==> src/rtl/pp_dma_pkg.sv <==
package pp_dma_pkg;

   // register window offsets
   localparam logic [4:0] OFF_CFG     = 5'h00;
   localparam logic [4:0] OFF_SET     = 5'h04;
   localparam logic [4:0] OFF_CLR     = 5'h08;
   localparam logic [4:0] OFF_READ    = 5'h0C;
   localparam logic [4:0] OFF_A_START = 5'h10;
   localparam logic [4:0] OFF_A_COUNT = 5'h14;
   localparam logic [4:0] OFF_B_START = 5'h18;
   localparam logic [4:0] OFF_B_COUNT = 5'h1C;

   // status byte bit positions
   localparam int B_RUN   = 0;
   localparam int B_IE    = 1;
   localparam int B_ERR   = 2;
   localparam int B_DONEA = 3;
   localparam int B_STRTA = 4;
   localparam int B_DONEB = 5;
   localparam int B_STRTB = 6;
   localparam int B_BIU   = 7;

   typedef struct packed {
      logic [3:0]  hi;      // peripheral address bits 31:28
      logic [19:0] mid;     // peripheral address bits 21:2
      logic [3:0]  sel;     // peripheral select
      logic        wide;    // 16-bit beats
      logic        burst8;  // 8-beat bursts
      logic        big;     // big-endian byte order
      logic        to_mem;  // peripheral -> memory
   } cfg_t;

endpackage

==> src/rtl/pp_dma_slot.sv <==
module pp_dma_slot #(
   parameter int         ADDR_W    = 32,
   parameter int         CNT_W     = 13,
   parameter logic [4:0] OFF_START = 5'h10
) (
   input  logic              clk,
   input  logic              rst_n,
   input  logic              wr_en,
   input  logic [4:0]        wr_addr,
   input  logic [31:0]       wdata,
   input  logic              beat,
   input  logic [1:0]        step,
   output logic [ADDR_W-1:0] addr,
   output logic [CNT_W-1:0]  cnt,
   output logic              last,
   output logic              empty
);
   localparam logic [4:0] OFF_COUNT = OFF_START + 5'd4;

   logic [ADDR_W-1:0] addr_q;
   logic [CNT_W-1:0]  cnt_q;

   always_comb begin
      last  = cnt_q <= CNT_W'(step);
      empty = cnt_q == '0;
   end

   always_ff @(posedge clk) begin
      if (!rst_n) begin
         addr_q <= '0;
         cnt_q  <= '0;
      end else begin
         if (beat) begin
            addr_q <= addr_q + ADDR_W'(step);
            cnt_q  <= last ? '0 : cnt_q - CNT_W'(step);
         end
         // software write takes priority over the beat update
         if (wr_en && wr_addr == OFF_START) addr_q <= {wdata[ADDR_W-1:2], 2'b00};
         if (wr_en && wr_addr == OFF_COUNT) cnt_q  <= wdata[CNT_W-1:0];
      end
   end

   assign addr = addr_q;
   assign cnt  = cnt_q;
endmodule

==> src/rtl/pp_dma_lane.sv <==
module pp_dma_lane #(
   parameter int DATA_W = 16
) (
   input  logic              wide,
   input  logic              big,
   input  logic [DATA_W-1:0] din,
   output logic [DATA_W-1:0] dout
);
   localparam int NB = DATA_W / 8;

   logic [DATA_W-1:0] swapped;

   generate
      if (DATA_W % 8 != 0 || DATA_W < 16) begin : g_bad_width
         $error("pp_dma_lane: DATA_W must be a multiple of 8, at least 16");
      end
      for (genvar b = 0; b < NB; b++) begin : g_swap
         assign swapped[b*8 +: 8] = din[(NB-1-b)*8 +: 8];
      end
   endgenerate

   always_comb begin
      if (!wide)    dout = DATA_W'(din[7:0]);
      else if (big) dout = swapped;
      else          dout = din;
   end
endmodule

==> src/rtl/pp_dma_channel.sv <==
module pp_dma_channel
   import pp_dma_pkg::*;
#(
   parameter int ADDR_W      = 32,
   parameter int CNT_W       = 13,
   parameter int DATA_W      = 16,
   parameter int BURST_SHORT = 4,
   parameter int BURST_LONG  = 8
) (
   input  logic        clk,
   input  logic        rst_n,
   input  logic        reg_we,
   input  logic [4:0]  reg_addr,
   input  logic [31:0] reg_wdata,
   output logic [31:0] reg_rdata,
   input  logic        per_req,
   output logic        per_ack,
   input  logic [15:0] per_rdata,
   output logic [15:0] per_wdata,
   output logic [31:0] per_dev_addr,
   output logic [3:0]  per_sel,
   output logic        mem_en,
   output logic        mem_we,
   output logic        mem_wide,
   output logic [31:0] mem_addr,
   output logic [15:0] mem_wdata,
   input  logic [15:0] mem_rdata,
   output logic        irq
);
   localparam int NSLOT = 2;
   localparam int BL_W  = $clog2(BURST_LONG + 1);

   generate
      if (ADDR_W != 32) begin : g_bad_addr
         $error("pp_dma_channel: the packed peripheral address needs ADDR_W == 32");
      end
      if (DATA_W != 16) begin : g_bad_data
         $error("pp_dma_channel: port widths assume DATA_W == 16");
      end
      if (CNT_W < 2 || CNT_W > 31) begin : g_bad_cnt
         $error("pp_dma_channel: CNT_W out of range");
      end
      if (BURST_SHORT < 1 || BURST_LONG <= BURST_SHORT) begin : g_bad_burst
         $error("pp_dma_channel: burst lengths must satisfy 0 < SHORT < LONG");
      end
   endgenerate

   logic [31:0]       cfg_q;
   cfg_t              c;
   logic [7:0]        st_q, st_hw, st_d;
   logic [BL_W-1:0]   burst_q, burst_d, burst_len;
   logic [ADDR_W-1:0] s_addr  [NSLOT];
   logic [CNT_W-1:0]  s_cnt   [NSLOT];
   logic              s_last  [NSLOT];
   logic              s_empty [NSLOT];
   logic              cur, cur_start, active, beat, finish, accept, fault;
   logic              set_wr, clr_wr;
   logic [1:0]        step;

   assign c         = cfg_t'(cfg_q);
   assign step      = c.wide ? 2'd2 : 2'd1;
   assign burst_len = c.burst8 ? BL_W'(BURST_LONG) : BL_W'(BURST_SHORT);
   assign set_wr    = reg_we && reg_addr == OFF_SET;
   assign clr_wr    = reg_we && reg_addr == OFF_CLR;

   // ---------------- buffer slots ----------------
   generate
      for (genvar i = 0; i < NSLOT; i++) begin : g_slot
         pp_dma_slot #(
            .ADDR_W   (ADDR_W),
            .CNT_W    (CNT_W),
            .OFF_START(i == 0 ? OFF_A_START : OFF_B_START)
         ) u_slot (
            .clk    (clk),
            .rst_n  (rst_n),
            .wr_en  (reg_we),
            .wr_addr(reg_addr),
            .wdata  (reg_wdata),
            .beat   (beat && (cur == 1'(i))),
            .step   (step),
            .addr   (s_addr[i]),
            .cnt    (s_cnt[i]),
            .last   (s_last[i]),
            .empty  (s_empty[i])
         );
      end
   endgenerate

   // ---------------- sequencing ----------------
   assign cur       = st_q[B_BIU];
   assign cur_start = cur ? st_q[B_STRTB] : st_q[B_STRTA];
   assign active    = st_q[B_RUN] && cur_start;
   assign beat      = active && (burst_q != '0) && !s_empty[cur];
   assign finish    = active && (s_empty[cur] || (beat && s_last[cur]));
   assign accept    = per_req && active && (burst_q == '0);
   assign fault     = per_req && !active;

   always_comb begin
      st_hw = st_q;
      if (finish) begin
         if (cur) begin
            st_hw[B_STRTB] = 1'b0;
            st_hw[B_DONEB] = 1'b1;
         end else begin
            st_hw[B_STRTA] = 1'b0;
            st_hw[B_DONEA] = 1'b1;
         end
         st_hw[B_BIU] = ~cur;
      end
      if (fault) begin
         st_hw[B_ERR] = 1'b1;
         st_hw[B_RUN] = 1'b0;
      end
      st_d = st_hw;
      if (set_wr) st_d = st_d | reg_wdata[7:0];
      if (clr_wr) st_d = st_d & ~reg_wdata[7:0];
   end

   always_comb begin
      if (!active)     burst_d = '0;
      else if (accept) burst_d = burst_len;
      else if (beat)   burst_d = burst_q - BL_W'(1);
      else             burst_d = burst_q;
   end

   always_ff @(posedge clk) begin
      if (!rst_n) begin
         st_q    <= '0;
         burst_q <= '0;
         cfg_q   <= '0;
      end else begin
         st_q    <= st_d;
         burst_q <= burst_d;
         if (reg_we && reg_addr == OFF_CFG) cfg_q <= reg_wdata;
      end
   end

   // ---------------- register read ----------------
   always_comb begin
      case (reg_addr)
         OFF_CFG:     reg_rdata = cfg_q;
         OFF_READ:    reg_rdata = {24'h0, st_q};
         OFF_A_START: reg_rdata = 32'(s_addr[0]);
         OFF_A_COUNT: reg_rdata = 32'(s_cnt[0]);
         OFF_B_START: reg_rdata = 32'(s_addr[1]);
         OFF_B_COUNT: reg_rdata = 32'(s_cnt[1]);
         default:     reg_rdata = '0;
      endcase
   end

   // ---------------- data path ----------------
   pp_dma_lane #(.DATA_W(DATA_W)) u_lane_to_mem (
      .wide(c.wide), .big(c.big), .din(per_rdata), .dout(mem_wdata)
   );
   pp_dma_lane #(.DATA_W(DATA_W)) u_lane_to_per (
      .wide(c.wide), .big(c.big), .din(mem_rdata), .dout(per_wdata)
   );

   assign per_ack      = beat;
   assign mem_en       = beat;
   assign mem_we       = beat && c.to_mem;
   assign mem_wide     = c.wide;
   assign mem_addr     = s_addr[cur];
   assign per_dev_addr = {c.hi, 6'b000000, c.mid, 2'b00};
   assign per_sel      = c.sel;
   assign irq          = st_q[B_IE] && (st_q[B_ERR] || st_q[B_DONEA] || st_q[B_DONEB]);
endmodule

==> config.mk <==
export PLATFORM = sky130hd
export DESIGN_NAME = pp_dma_channel
export DESIGN_NICKNAME = d
export VERILOG_FILES = /design/src/rtl/pp_dma_pkg.sv /design/src/rtl/pp_dma_slot.sv /design/src/rtl/pp_dma_lane.sv /design/src/rtl/pp_dma_channel.sv
export SDC_FILE = /design/constraint.sdc
export NUM_CORES = 1
export LEC_CHECK = 0
export ABC_AREA = 1
export BUFFER_PORTS_ARGS = -buffer_cell sky130_fd_sc_hd__buf_2
export CAP_MARGIN = 20
export CORE_MARGIN = 4
export CORE_UTILIZATION = 55
export CTS_CLUSTER_DIAMETER = 200
export CTS_CLUSTER_SIZE = 12
export DETAILED_ROUTE_END_ITERATION = 8
export PLACE_DENSITY = 0.79
export SLEW_MARGIN = 25
export SYNTH_ARGS = -nofsm -noshare
export SYNTH_HDL_FRONTEND = slang
export SYNTH_HIERARCHICAL = 1
export SYNTH_SLANG_ARGS = --single-unit
==> constraint.sdc <==
create_clock -name clk -period 3.4 [get_ports clk]
set_input_delay 0.68 -clock clk [delete_from_list [all_inputs] [get_ports clk]]
set_output_delay 0.68 -clock clk [all_outputs]
set_load 0.03 [all_outputs]
---- After elaboration in Yosys (flattened, before gate mapping) ----
Index checks and enable logic that the tools add are counted.
word-level totals
  input port bits ......................... 73
  register bits ........................... 134
  output and inout bits ................... 137
  logic and storage cells ................. 103
cells by class
  muxes and demuxes ....................... 36
  reduce and logical (&&, ||, !) cells .... 37
  $add $sub $neg .......................... 5
  bitwise operators ....................... 6
  $lt $le $gt $ge ......................... 3
  eq/ne operators ......................... 7
operator list
  cell                  count
  $mux W32              7
  $pmux W32 S6          1
  $mux W13              6
  $add A32 B2 Y32       2
  $mux W16              4
  $le A13 B2 Y1         2
  $logic_not A13 Y1     2
  $sub A13 B2 Y13       2
  $eq A5 B5 Y1 const B  4
  $logic_and A1 B1 Y1   19
  $mux W8               2
  $mux W4               3
  $eq A5 B4 Y1 const B  2
  $reduce_bool A2 Y1    5
  $mux W1               9
  $and A8 B8 Y8         1
  $not A8 Y8            1
  $or A8 B8 Y8          1
  $mux W2               3
  $eq A5 B3 Y1 const B  1
  $logic_not A5 Y1      1
  $mux W5               1
  $logic_not A4 Y1      1
  $reduce_bool A4 Y1    1
  other kinds (8)       13

---- Longest topological paths before layout ----
  depth in word-level cells ............... 14
  gate-level depth with buffers ........... 17
  gate-level depth less buffers ........... 17

---- Cells and area by module ----
Netlist, hierarchy kept.
modules (own cells, without submodules)
  module                           cells an instance  area each (um^2)  instances  seq. area each (um^2)
  pp_dma_channel                   581                3495.9            1          880.8
  pp_dma_slot at g_slot[1].u_slot  577                3448.3            1          900.9
  pp_dma_slot at g_slot[0].u_slot  600                3433.3            1          900.9
  pp_dma_lane                      70                 326.6             2          0.0

---- Least setup slack after synthesis ----
Ideal clock, no wire load.
  kind .................................... input to output
  from .................................... input port reg_addr[3]
  to ...................................... output port reg_rdata[13]
  setup slack ............................. 1.007 ns
  buffers on the path ..................... 1
  data arrival time ....................... 1.713 ns
  required time ........................... 2.720 ns
  stages on the path ...................... 4
  cell sequence ........................... nor2_1 -> nand3_1 -> clkbuf_1 -> o211ai_1
between the ends
  cells in the longest elaborated chain, start to end .. 2
  elaborated cells between the ends (all ways) .. 7
  those cells by class .................... 5 x eq/ne; 1 x mux; 1 x reduce/logical
ends and longest elaborated chain
  element                                     RTL line               text
  start: declaration                          pp_dma_channel.sv:13   input logic [4:0] reg_addr,
  $eq A5 B5 Y1, or another cell as far along  pp_dma_channel.sv:140  case (reg_addr)
  $pmux W32 S6 *                              pp_dma_channel.sv:140
  end: declaration                            pp_dma_channel.sv:15   output logic [31:0] reg_rdata,
Every way passes the cells marked *; elsewhere a longest branch is shown, timed or not.

---- Worst setup path in the final report ----
  from .................................... input port reg_addr[2]
  to ...................................... output port reg_rdata[7]
Same word-level chain as after synthesis.

==> results_dict.tcl <==
set metrics [dict create \
    status "finished clean" \
    finalCritPeriodShare_pct 87.82 \
    dp_slack_ps 545.3 \
    yosys-top-cells-area "dfxtp_1 (24%), nand2_1 (21%), inv_1 (8.8%), nor2_1 (7.9%), nand3_1 (5.7%)" \
    track_usage_pct 36.29 \
    reg2reg_to "g_slot[1].u_slot/addr[13]$_SDFFE_PN0P_" \
    synth_top_area_share_pct 24.32 \
    rrSetupSlack_ps 600 \
    drt_first_pass_iters 6 \
    cp_max_fo 13 \
    wl_per_cell_um 17.83 \
    crit_path_start_kind "input port" \
    fp.coreArea_sq_um 19590 \
    cts_buffers 17 \
    ys_ff_latch 134 \
    syn_to_final_growth_pct 12.39 \
    synth_area_per_cell_sq_um 5.812 \
    setup_viol 0 \
    start_util_pct 56.31 \
    fp.dieW_um 149.6 \
    finish.utilization_pct 63.28 \
    die_y_um 149.6 \
    place.gp.congestion 1.100 \
    post_cts_buffers 0 \
    layout_setup_ws_ps 414.1 \
    max-clock-path-buffers 2 \
    ys_seq_area_share_pct 24.32 \
    end_kind "output port" \
    cts_num_sinks 134 \
    required_ps 2720 \
    via_count 12770 \
    grt_max_degree 59 \
    io_buffer_count 201 \
    drv_slew 0 \
    maxSlewHeadroom_pct 37.66 \
    routed_wl_mm 41.44 \
    p_total_mw 3.903 \
    htreeDepth 4 \
    drtAntennaViolNets 0 \
    holdWs_ps 489.1 \
    drive_gt1_share_pct 16.33 \
    clock_latency_ps 440 \
    startpoint "reg_addr[2]" \
    finalNetCount 2130 \
    antenna_found_initial 1 \
    layout_common_cells "nand2_1 (619), inv_1 (260), nor2_1 (232)" \
    cts.reportedPaths.clkPinSlew_ps 60 \
    cts_resized 0 \
    grt_pass1_wl_mm 63.45 \
    rr_startpoint "g_slot[0].u_slot/cnt[7]$_SDFFE_PN0P_" \
    final.min_clock_period_ps 2986 \
    seq_area_sq_um 2685 \
    ys_warn_count 6 \
    overflow 0 \
    p_per_area_nw_per_um2 314.8 \
    setup_tns_ps 0 \
    synthCells 1898 \
    fillers 1983 \
    worstRegToRegCells 14 \
    ios 210 \
    cts_hold_repair.buffers 0 \
    worstMarginPinSlew_ps 930.1 \
    fmax_mhz 334.9 \
    hold_viol 0 \
    syn_area_sq_um 11030 \
    final_common_cell "nand2_1" \
    fin_skew_ps 13.02 \
    holdPathStages 2 \
    die_area_sq_um 22380 \
    dpl.hpwl_mm 31.51 \
    drc 0 \
    hold_path_class "flop to flop" \
    synth.largest_area_cell "dfxtp_1" \
    synth_cell_types 47 \
    power.leakage_nw 5.565 \
    vias_per_cell 5.494 \
    peakVddDrop_mv 0.3077 \
    rows 51 \
    crit_type "input port to output port" \
    root_buffer "clkbuf_16" \
    maxCapViolCount 0 \
    grt_setup_unrepaired "no" \
    drtIter0Drc 1466 \
    crit_arrival_ps 2310 \
    grt_pass1_vias 11480 \
    multi_input_area_sq_um 6574 \
    cts_tree "yes" \
]
[critical path: stages]
cell	delay, ps
buf_2	190
inv_1	70
nor2_1	80
nand2_1	110
nor2_2	480
nand2_1	100
o21ai_0	150
a21oi_1	90
nand2_1	130
buf_2	210
[cell type report]
cell class | count | share of cell area, %
Multi-Input combinational cell | 1397 | 53.03
Tap cell | 265 | 2.675
Timing Repair Buffer | 220 | 9.467
Clock inverter | 14 | 1.312
Clock buffer | 18 | 3.462
Sequential cell | 134 | 21.66
Inverter | 274 | 8.357
Antenna cell | 2 | 0.04037
[flip-flops by register name, summed over array words and instances (netlist names), named ones only]
signal              count
burst_q                 4
st_q                    7
c                      32
g_slot.u_slot/cnt      26
g_slot.u_slot/addr     64
[Yosys cell counts (all sizes together)]
| library cell | instances |
|---|---|
| nand2 | 639 |
| inv | 272 |
| nor2 | 259 |
| dfxtp | 134 |
| nand3 | 132 |
| o21ai | 127 |
| a21oi | 103 |
| buf | 81 |
| o211ai | 21 |
| clkbuf | 19 |
| nand4 | 19 |
| a31oi | 15 |
| xor2 | 14 |
| nor3 | 10 |
| xnor2 | 10 |
| ha | 9 |
| or2 | 7 |
| o21bai | 6 |
| o22ai | 5 |
| fa | 4 |
| and3 | 2 |
| clkinv | 2 |
| mux2i | 2 |
| nand3b | 2 |
| o211a | 2 |
| conb | 1 |
| nor3b | 1 |
[power breakdown]
part | leakage [nW] | internal (mW) | switching [mW] | total, mW
clock network | 0.283 | 1.10 | 0.817 | 1.92
registers | 1.08 | 1.58 | 0.0246 | 1.61
logic | 4.20 | 0.104 | 0.271 | 0.375
total | 5.56 | 2.79 | 1.11 | 3.90
[logic make-up after synthesis]
family | after synthesis | share of synthesized area (%)
flip-flops | 134 | 24.32
AND/OR/NAND/NOR | 1071 | 41.73
AO/OA/AOI/OAI | 279 | 13.76
multiplexers | 2 | 0.1815
other | 1 | 0.03400
buffers and inverters | 374 | 16.32
XOR/XNOR | 24 | 1.906
adder cells (fa/ha/maj) | 13 | 1.747
[layer usage]
metal | up-vias | GRT usage, % | share of wire, %
met1 | 5781 | 52.44 | 44
met2 | 681 | 53.87 | 42
met3 | 107 | 7.299 | 11
met5 | - | 0 | 0
li1 | 6199 | - | -
met4 | 0 | 12.45 | 3.3
[metrics by stage]
stage | std cells | area (sq um)
finish | 2324 | 12400
detailed placement | 2290 | 11800
global route | 2323 | 12390
global placement | 2290 | 11800
CTS | 2322 | 12390
floorplan | 1905 | 11060
[how the worst max path moves through the flow]
stage	to	depth (start not counted)
2_1_floorplan	reg_rdata[13]	4
3_3_place_gp	reg_rdata[7]	10
3_5_place_dp	reg_rdata[7]	10
4_1_cts	reg_rdata[7]	10
5_1_grt	reg_rdata[7]	10
6_report	reg_rdata[7]	10
Note: power is estimated with default switching activity, not from simulation.
